**config.mk**
```make
export PLATFORM = sky130hd
export DESIGN_NAME = hdlc_rx_deframer
export DESIGN_NICKNAME = d
export VERILOG_FILES = /design/src/rtl/hdlc_rx_deframer.sv
export SDC_FILE = /design/constraint.sdc
export NUM_CORES = 1
export LEC_CHECK = 0
export ABC_AREA = 1
export BUFFER_PORTS_ARGS = -buffer_cell sky130_fd_sc_hd__buf_4
export CAP_MARGIN = 20
export CORE_UTILIZATION = 47
export DETAILED_ROUTE_END_ITERATION = 10
export GPL_ROUTABILITY_DRIVEN = 0
export SLEW_MARGIN = 20
export SYNTH_ARGS = -nofsm -noshare
export SYNTH_HDL_FRONTEND = slang
export SYNTH_SLANG_ARGS = --single-unit
```
**constraint.sdc**
```tcl
create_clock -name clk -period 5.8 [get_ports clk]
set_input_delay 1.16 -clock clk [delete_from_list [all_inputs] [get_ports clk]]
set_output_delay 1.16 -clock clk [all_outputs]
set_load 0.1 [all_outputs]
```
**src/rtl/hdlc_rx_deframer.sv**
```systemverilog
module hdlc_rx_deframer #(
  parameter int MIN_FRAME_BITS = 32,
  parameter logic [15:0] CRC_POLY = 16'h8408,
  parameter logic [15:0] CRC_GOOD = 16'hF0B8
) (
  input  logic       clk,
  input  logic       rst_n,
  input  logic       bit_en,
  input  logic       bit_in,
  input  logic       filt_en,
  input  logic       ext_addr_en,
  input  logic [7:0] station_addr,
  output logic       chr_vld,
  output logic [7:0] chr_data,
  output logic       chr_addr,
  output logic       eof_vld,
  output logic       eof_crc_ok,
  output logic       abort_pulse,
  output logic       ga_pulse,
  output logic       line_idle
);
  localparam int FLAG_LEAD = 6;
  localparam int REL_MIN   = MIN_FRAME_BITS + FLAG_LEAD;
  localparam int CNT_W     = $clog2(REL_MIN + 1);
  localparam int SR_W      = REL_MIN - 1;
  localparam int CRC_TAP   = SR_W - FLAG_LEAD;
  localparam int FIN_LO    = SR_W - 30;

  logic [3:0]       ones_q;
  logic             open_q, seen0_q, drop_q, in_addr_q, first_q;
  logic [2:0]       nlo_q;
  logic [CNT_W-1:0] nsat_q;
  logic [SR_W-1:0]  sr_q;
  logic [15:0]      crc_q;

  logic             take, flag_hit, seventh, has_data, abort_hit, ga_hit;
  logic [CNT_W-1:0] nsat_nx;
  logic [2:0]       nlo_nx;
  logic             rel, closing, aligned, cand_v, mismatch, drop_eff;
  logic [7:0]       cand_b;
  logic             fb;
  logic [15:0]      crc_nx;

  assign take      = bit_en && open_q && (ones_q < 4'd5);
  assign flag_hit  = bit_en && !bit_in && (ones_q == 4'd6);
  assign seventh   = bit_en &&  bit_in && (ones_q == 4'd6);
  assign has_data  = open_q && (nsat_q > CNT_W'(5));
  assign abort_hit = seventh && has_data;
  assign ga_hit    = seventh && seen0_q && !has_data;

  assign nsat_nx = (nsat_q == CNT_W'(REL_MIN)) ? nsat_q : nsat_q + 1'b1;
  assign nlo_nx  = nlo_q + 3'd1;
  assign rel     = take && (nsat_nx == CNT_W'(REL_MIN)) && (nlo_nx == 3'd6);
  assign closing = flag_hit && open_q && (nsat_q == CNT_W'(REL_MIN));
  assign aligned = (nlo_q == 3'd6);

  assign cand_v   = rel || (closing && aligned);
  assign cand_b   = rel ? sr_q[7:0] : sr_q[FIN_LO+7:FIN_LO];
  assign mismatch = filt_en && (cand_b != station_addr) && (cand_b != 8'hFF);
  assign drop_eff = drop_q || (cand_v && first_q && mismatch);

  assign fb     = crc_q[0] ^ sr_q[CRC_TAP];
  assign crc_nx = (crc_q >> 1) ^ (fb ? CRC_POLY : 16'h0000);

  assign line_idle = (ones_q == 4'd15);

  always_ff @(posedge clk or negedge rst_n) begin
    if (!rst_n) begin
      ones_q    <= '0;
      open_q    <= 1'b0;
      seen0_q   <= 1'b0;
      drop_q    <= 1'b0;
      in_addr_q <= 1'b0;
      first_q   <= 1'b0;
      nlo_q     <= '0;
      nsat_q    <= '0;
      sr_q      <= '0;
      crc_q     <= '1;
    end else if (bit_en) begin
      if (bit_in) ones_q <= (ones_q == 4'd15) ? ones_q : ones_q + 4'd1;
      else        ones_q <= '0;
      if (!bit_in) seen0_q <= 1'b1;

      if (flag_hit) begin
        open_q    <= 1'b1;
        drop_q    <= 1'b0;
        in_addr_q <= 1'b1;
        first_q   <= 1'b1;
        nlo_q     <= '0;
        nsat_q    <= '0;
        crc_q     <= '1;
      end else if (seventh) begin
        open_q <= 1'b0;
      end else if (take) begin
        nlo_q  <= nlo_nx;
        nsat_q <= nsat_nx;
        sr_q   <= {bit_in, sr_q[SR_W-1:1]};
        if (nsat_nx >= CNT_W'(FLAG_LEAD + 1)) crc_q <= crc_nx;
        if (rel) begin
          drop_q  <= drop_eff;
          first_q <= 1'b0;
          if (in_addr_q) in_addr_q <= ext_addr_en && !cand_b[0];
        end
      end
    end
  end

  always_ff @(posedge clk or negedge rst_n) begin
    if (!rst_n) begin
      chr_vld     <= 1'b0;
      chr_data    <= '0;
      chr_addr    <= 1'b0;
      eof_vld     <= 1'b0;
      eof_crc_ok  <= 1'b0;
      abort_pulse <= 1'b0;
      ga_pulse    <= 1'b0;
    end else begin
      chr_vld     <= cand_v && !drop_eff;
      if (cand_v) begin
        chr_data <= cand_b;
        chr_addr <= in_addr_q;
      end
      eof_vld     <= closing && !drop_eff;
      eof_crc_ok  <= closing && !drop_eff && aligned && (crc_q == CRC_GOOD);
      abort_pulse <= abort_hit;
      ga_pulse    <= ga_hit;
    end
  end
endmodule

```
**After elaboration in Yosys (flattened, before gate mapping)**

Index checks and enable logic that the tools add are counted.

- Logic and storage cells: 110
- Bits in registers: 85
- Output and inout port bits: 15

- Reduce and logical (&&, ||, !) cells: 41
- Equality and inequality tests: 11
- Order comparisons: 3
- Bitwise operators: 5
- Add/subtract/negate cells: 3
- Mux-type cells: 30

Operators with widths:

| kind | number |
|---|---|
| $mux W16 | 5 |
| $logic_and A1 B1 Y1 | 24 |
| $mux W6 | 4 |
| $eq A16 B16 Y1 const B | 1 |
| $xor A15 B16 Y16 | 1 |
| $mux W1 | 15 |
| $eq A6 B6 Y1 const B | 2 |
| $reduce_and A4 Y1 | 3 |
| $mux W3 | 3 |
| $mux W4 | 2 |
| $mux W8 | 1 |
| $ne A8 B8 Y1 | 1 |
| $ne A8 B8 Y1 const B | 1 |
| $reduce_bool A2 Y1 | 4 |
| $add A6 B1 Y6 const B | 1 |
| $eq A3 B3 Y1 const B | 2 |
| $ge A6 B3 Y1 const B | 1 |
| $gt A6 B3 Y1 const B | 1 |
| $reduce_and A2 Y1 | 3 |
| $add A4 B1 Y4 const B | 1 |
| $eq A4 B3 Y1 const B | 1 |
| $eq A4 B4 Y1 const B | 1 |
| $logic_not A1 Y1 | 4 |
| $lt A4 B3 Y1 const B | 1 |
| 6 further kinds | 10 |

**Longest topological paths before layout**

Gate-level depths: netlist of the first run.

- Word-level depth: 15
- Depth in mapped cells: 20
- Depth with buffers taken out: 20

**Worst setup path before layout of the first run**

Ideal clock, no wire load.

- Kind: reg2out
- Start: reg ones_q[1]
- End: out line_idle
- Buffers on the path: 0
- Cell stages (with the launch flop): 4
- Required time: 4640 ps
- Arrival: 2653 ps
- Path slack: 1987 ps
- Cells stage by stage: dfrtp_1 ha_1 inv_1 nor3_1

- Longest elaborated chain between the ends: 1

RTL lines:

| element | RTL line | text |
|---|---|---|
| from (decl) | 29 | `logic [3:0] ones_q;` |
| from (signal assigned) | 80 | `if (bit_in) ones_q <= (ones_q == 4'd15) ? ones_q : ones_q + 4'd1;` |
| $eq A4 B4 Y1 | 65 | `assign line_idle = (ones_q == 4'd15);` |
| to (decl) | 20 | `output logic line_idle` |

No other way between the ends.

**Final worst setup path of the first run**

- Start: in bit_en
- End: reg crc_q[11]

- Longest elaborated chain between the ends: 4
- Elaborated cells between the ends (all ways): 11
- Classes of those cells: 1 x eq/ne; 1 x mux; 9 x reduce/logical

RTL lines:

| element | RTL line | text |
|---|---|---|
| from (decl) | 8 | `input logic bit_en,` |
| $logic_and A1 B1 Y1 (on tied branches) (2 in a row) | 45, 44, 46 |  |
| $ne A2 B2 Y1 (no line) / $reduce_bool A2 Y1 (equally long branches) | n/a |  |
| $reduce_and A4 Y1 (no line) | n/a |  |
| to (signal assigned) | 98 | `if (nsat_nx >= CNT_W'(FLAG_LEAD + 1)) crc_q <= crc_nx;` |
| to (decl) | 34 | `logic [15:0] crc_q;` |

Several ways; a longest one is shown, not always the timed one.
A chain may end at the register's enable or synchronous reset.

==> flow_summary.toml, run 1 <==
[power]
max-vdd-ir-drop_mv = 0.202
powerDensity_mw_per_mm2 = 420
leakagePower_nw = 2.40

[clock_network]
post-cts-setup-buffers = 0
root_buffer = "clkbuf_8"
cts_tree = "done"
clkTransAtPathRegs_ns = 0.09
clkSinkCount = 85
hold_buffers = 0
clk_path_buf_depth = 2
cts_made_buffers = 9
htreeDepth = 3
worstSkewPairLatency_ns = 0.36
cts-resized-gates = 0

[floorplan]
die_x_microns = 96.4
num_io_pins = 29
initial_core_util_pct = 48.2
die_area_sq_mm = 0.00929
die_h_microns = 96.4
num_rows = 34
core_area_sq_mm = 0.00868

[sta]
setup_viol = 0
final-hold-violation-count = 0
max-slew-margin-rel_pct = 48.6
rsz0062_at_grt = "false"
period_minus_slack_ns = 3.02
fmax_ghz = 0.331
slew_violations = 0
tightest_slew_ns = 0.771
fin_crit_sh_pct = 52.1
fin_ws_ns = 2.78
clock_skew_ns = 0.0121
tns_ns = 0

[detailed_routing]
routed-via-count = 3256
drtIter0Drc = 165
drt-total-wl_microns = 8570
first_pass_iters = 4
ant_nets = 0
wl_per_cell_microns = 13.2
drc = 0
via_per_inst = 5.01

[finish]
regArea_sq_mm = 0.00215
area_delta_synth_final_pct = 12.2
num_antenna_cells = 0
finalInstanceArea_sq_mm = 0.00470
multiInputGateArea_sq_mm = 0.00179
fin_nets = 561
final_common_cell = "nand2_1"
layout_common_cells = "nand2_1 (195), dfrtp_1 (69), inv_1 (43)"
nFillCells = 841
drive_gt1_share_pct = 17.2

[logic_synthesis]
synth-seq-cells = 85
avgSynthCellArea_sq_um = 8.18
synthCells = 512
synth_compound_area_share_pct = 7.41
ys_seq_area_share_pct = 51.3
synth_edf_count = 0
syn-num-nets = 536
async_reset_ff_share_pct = 100
yosysWarnings = 0
synthAdderAreaFrac_pct = 2.99
synth_xor_area_share_pct = 1.02
post_synth_mux_area_share_pct = 0
synth_ff_type = "dfrtp_1"
synth-simple-area-share_pct = 31.3
ys_types = 38
syn_area_sq_mm = 0.00419
synth_top_family_by_area = "simple AND/OR/NAND/NOR gates"

[grt]
antenna_found_initial = 0
grt_max_degree = 86
grt_pass1_wl_microns = 14400
grt.total_usage_pct = 20.5
grt_pass1_vias = 3031
overflow = 0

[setup_path]
crit_path_max_incr_delay_ns = 0.60
path_cells = "buf_4 > inv_1 > nor2_2 > inv_1 > nor2_2 > inv_2 > nand2_2 > a21boi_4 > o21ai_0 > o21ai_0"
r2r-start = "ones_q[0]"
critical_path_buf_inv_count = 4
r2r-end = "crc_q[11]"
critical_path_class = "in -> reg"
crit_fanout = 32
cp.required_ns = 6.08
rrSetupSlack_ns = 3.14
critical_path.endpoint_type = "flop"
crit_path_start_kind = "primary input"
cp.arrival_ns = 3.30
r2r_cells = 9
crit_slowest_cell = "a21boi_4"
cp_top_family = "compound AO/OA/AOI/OAI gates"

[hold_path]
hold_path_startpoint = "sr_q[29]"
hold_path_class = "reg -> reg"
holdPathEnd = "sr_q[28]"
hold_depth = 2

[job]
drv_cap = 0

[status]
status = "completed"

[placed_design]
preCtsSetupSlack_ns = 2.14
io_buffers = 28
post_dp_cell_area_sq_mm = 0.00447
hpwl_microns = 5910
==> synth_stat cells (2+ instances only) <==
library cell | count | area share, %
nand2_1 | 195 | 17
dfrtp_1 | 69 | 41
inv_1 | 43 | 3.9
o21ai_0 | 38 | 4.5
nand3_1 | 27 | 3.2
nor2_1 | 26 | 2.3
dfstp_2 | 16 | 10
ha_1 | 10 | 3.0
nand2_2 | 10 | 1.5
clkbuf_1 | 9 | 0.81
a21oi_1 | 7 | 0.84
a31oi_1 | 5 | 0.75
nand3b_1 | 5 | 0.90
nand4_1 | 5 | 0.75
nor2_2 | 5 | 0.75
nor3_1 | 5 | 0.60
buf_2 | 4 | 0.48
inv_2 | 4 | 0.36
nand3_2 | 3 | 0.72
o22ai_1 | 3 | 0.45
or2_2 | 3 | 0.45
nor2_4 | 2 | 0.54
nor4_1 | 2 | 0.30
xnor2_1 | 2 | 0.42
==> final cells by class <==
type | count | area share (%)
flip-flops and latches | 85 | 45.7
multi-input cells | 364 | 38.2
repair buffers | 29 | 4.72
inverters | 48 | 3.84
clock buffers | 12 | 3.09
well taps | 108 | 2.88
clock inverters | 4 | 1.55
==> logic make-up (layout without fill, tap and decap cells) <==
logic type                 after synthesis  in the layout
and+or+nand+nor                        293            293
DFF                                     85             85
buffers and inverters                   63             93
AOI/OAI and AO/OA                       57             57
adders and majority gates               10             10
xor gates and xnor gates                 4              4
==> worst max-delay path by stage <==
| stage | endpoint | startpoint | cells after the start | slack, ns |
|---|---|---|---|---|
| CTS | crc_q[11] | bit_en | 10 | 2.51 |
| global placement | crc_q[12] | bit_en | 10 | 2.22 |
| floorplan | line_idle | ones_q[1] | 3 | 1.99 |
| global route | crc_q[15] | bit_en | 10 | 2.57 |
| finish | crc_q[11] | bit_en | 10 | 2.78 |
| detailed placement | crc_q[11] | bit_en | 10 | 2.14 |
==> where the power goes <==
group | internal (mW) | switching [mW]
clock network | 0.254 | 0.209
logic | 0.192 | 0.388
registers | 0.798 | 0.129
==> stage by stage <==
stage	power (mW)	hold slack (ns)	std cells	util [%]
2_1_floorplan	1.36	0.440	512	-
3_3_place_gp	1.49	0.454	634	51.5
3_5_place_dp	1.51	0.458	634	51.5
4_1_cts	1.99	0.477	650	54.0
5_1_grt	2.12	0.496	650	54.1
6_report	1.97	0.476	650	54.1
==> worst reg2reg max path: cells and delay by family, from the launching register on <==
family,cells,cell delay [ns]
AO/OA/AOI/OAI,3,0.92
AND/OR/NAND/NOR,3,0.75
flip-flops,1,0.40
buffers and inverters,2,0.35
adder cells (fa/ha/maj),1,0.17
==> flip-flops by register name, indices dropped and copies added, names as in the netlist, 3 cells and up <==
signal	count
chr_data	8
ones_q	4
nsat_q	6
nlo_q	3
crc_q	16
sr_q	37
==> per-layer routing <==
| layer | wire, microns | track usage (%) | part of all wire [%] | up-vias |
|---|---|---|---|---|
| met5 | 0 | 0 | 0 | - |
| met4 | 128 | 6.50 | 1.5 | 0 |
| met3 | 263 | 5.24 | 3.1 | 10 |
| met2 | 4070 | 32.9 | 47 | 50 |
| met1 | 4110 | 27.3 | 48 | 1535 |
| li1 | - | - | - | 1661 |
(Power assumes the default switching activity.)
==> inputs of run 2 (changes only) <==
==> constraint.sdc (replaced) <==
create_clock -name clk -period 2.97 [get_ports clk]
set_input_delay 0.594 -clock clk [delete_from_list [all_inputs] [get_ports clk]]
set_output_delay 0.594 -clock clk [all_outputs]
set_load 0.1 [all_outputs]
==> run 2 against run 1 <==
Net effect:
- sequential cell count stayed put
- clock skew is 0.00077 ns higher
- sequential share of layout area is 0.24 points lower
- register-to-register slack worse by 2.6 ns
- critical endpoint is now eof_crc_ok
- largest cell class unchanged
==> flow_summary.toml, run 2 (synthesis gave the netlist of run 1 again) <==
[finish]
finalInstanceArea_sq_mm = 0.00472
largest_register_ffs = 37
num_antenna_cells = 0
final_common_cell = "nand2_1"
fin_nets = 567
regMostFlops = "sr_q"
finish.utilization_pct = 54.4
layout_common_cells = "nand2_1 (195), dfrtp_1 (69), inv_1 (43)"
top_regs = "sr_q (37), crc_q (16), chr_data (8)"
area_delta_synth_final_pct = 12.8
drive_gt1_share_pct = 18.6

[sta]
hold_ws_ns = 0.329
slew_violations = 0
tns_ns = 0
fin_crit_sh_pct = 80.9
max-slew-margin-rel_pct = 39.7
final-hold-violation-count = 0
setup_viol = 0
period_minus_slack_ns = 2.40
tightest_slew_ns = 0.905
rsz0062_at_grt = "false"
fin_ws_ns = 0.566
clock_skew_ns = 0.0129
fmax_ghz = 0.416

[clock_network]
cts_tree = "done"
cts_made_buffers = 9
clkTransAtPathRegs_ns = 0.10
root_buffer = "clkbuf_8"
worstSkewPairLatency_ns = 0.37
cts-resized-gates = 0
post-cts-setup-buffers = 0
htreeDepth = 3
clkSinkCount = 85
hold_buffers = 0
clk_path_buf_depth = 2

[power]
leakagePower_nw = 2.43
pwr-share-comb_pct = 29.8
powerDensity_mw_per_mm2 = 802
swShare_pct = 38.1
p_sw_mw = 1.44
seq_power_share_pct = 47.4
max-vdd-ir-drop_mv = 0.388
clkPwrFrac_pct = 22.7
intPower_mw = 2.35

[floorplan]
die_h_microns = 96.4
num_io_pins = 29
core_area_sq_mm = 0.00868
die_area_sq_mm = 0.00929
num_rows = 34
initial_core_util_pct = 48.2
die_x_microns = 96.4

[setup_path]
crit_fanout = 8
cp.required_ns = 3.27
critical_path.endpoint_type = "flop"
critical_path_class = "reg -> reg"
cp.arrival_ns = 2.71
rrSetupSlack_ns = 0.57
crit_path_start_kind = "flop"

[grt]
grt_pass1_vias = 3166
antenna_found_initial = 0
grt_pass1_wl_microns = 14600
grt.total_usage_pct = 21.0
grt_max_degree = 72
overflow = 0

[placed_design]
hpwl_microns = 6070
io_buffers = 28
preCtsSetupSlack_ns = 0.569
post_dp_cell_area_sq_mm = 0.00452

[detailed_routing]
routed-via-count = 3311
wl_per_cell_microns = 13.3
first_pass_iters = 4
drt-total-wl_microns = 8730
drtIter0Drc = 132
via_per_inst = 5.05
ant_nets = 0
drc = 0

[job]
drv_cap = 0

[hold_path]
hold_path_class = "in -> async"

[status]
status = "completed"
## run 2: cell types whose count changed in the layout (fill, tap and decap cells not counted), sizes merged
cell | previous run | this run
bufinv | 2 | 1
clkinv | 2 | 3
inv | 47 | 50
clkbuf | 12 | 9
buf | 29 | 35
## run 2: power by group through the flow
stage	combinational [mW]	clock, mW	sequential [mW]
6_report	1.13	0.861	1.80
4_1_cts	1.15	0.890	1.79
2_1_floorplan	0.910	0	1.74
3_5_place_dp	1.15	0	1.81
5_1_grt	1.31	0.927	1.84
3_3_place_gp	1.12	0	1.81
## run 2: per-layer routing
| layer | global-route usage (%) | wire [microns] | vias up |
|---|---|---|---|
| li1 | - | - | 1679 |
| met1 | 27.4 | 4160 | 1563 |
| met2 | 33.7 | 4090 | 53 |
| met3 | 3.29 | 280 | 16 |
| met4 | 10.7 | 196 | 0 |
| met5 | 0 | 0 | - |
## run 2: cell type report
cell class                      instances  area, sq um
Fill cell                             838         3960
Sequential cell                        85         2150
Multi-Input combinational cell        364         1790
Timing Repair Buffer                   35          263
Inverter                               48          180
Tap cell                              108          135
Clock buffer                            9          124
Clock inverter                          7         80.1
## run 2: worst max-delay path, stage by stage (launching register included)
cell     delay (ns)
dfrtp_1        0.47
inv_1          0.15
ha_1           0.35
nand2_1        0.06
inv_1          0.06
nand3_1        0.07
nor2_1         0.12
nand2_2        0.11
nor2_8         0.15
nand3_1        0.12
nand2_1        0.14
nand2_1        0.06
nand2_1        0.05
nand2_1        0.05
nor2_1         0.10
nand2_1        0.07
nand2_2        0.09
nand3_2        0.08
nor2_2         0.08
## run 2: final timing paths
check                                from         end  cells after the start
worst max register to register  nsat_q[0]  eof_crc_ok                     18
worst min register to register   sr_q[35]    sr_q[35]                      2
max in group asynchronous           rst_n    crc_q[2]                      2
min in group clk                 sr_q[35]    sr_q[35]                      2
worst min-delay path                rst_n    sr_q[16]                      1
worst max-delay path            nsat_q[0]  eof_crc_ok                     18
## run 2: per-stage QoR
| stage | std cells | power, mW |
|---|---|---|
| after CTS | 656 | 3.83 |
| after global placement | 640 | 2.93 |
| after floorplan | 512 | 2.65 |
| after global routing | 656 | 4.08 |
| after detailed placement | 640 | 2.96 |
| final | 656 | 3.79 |
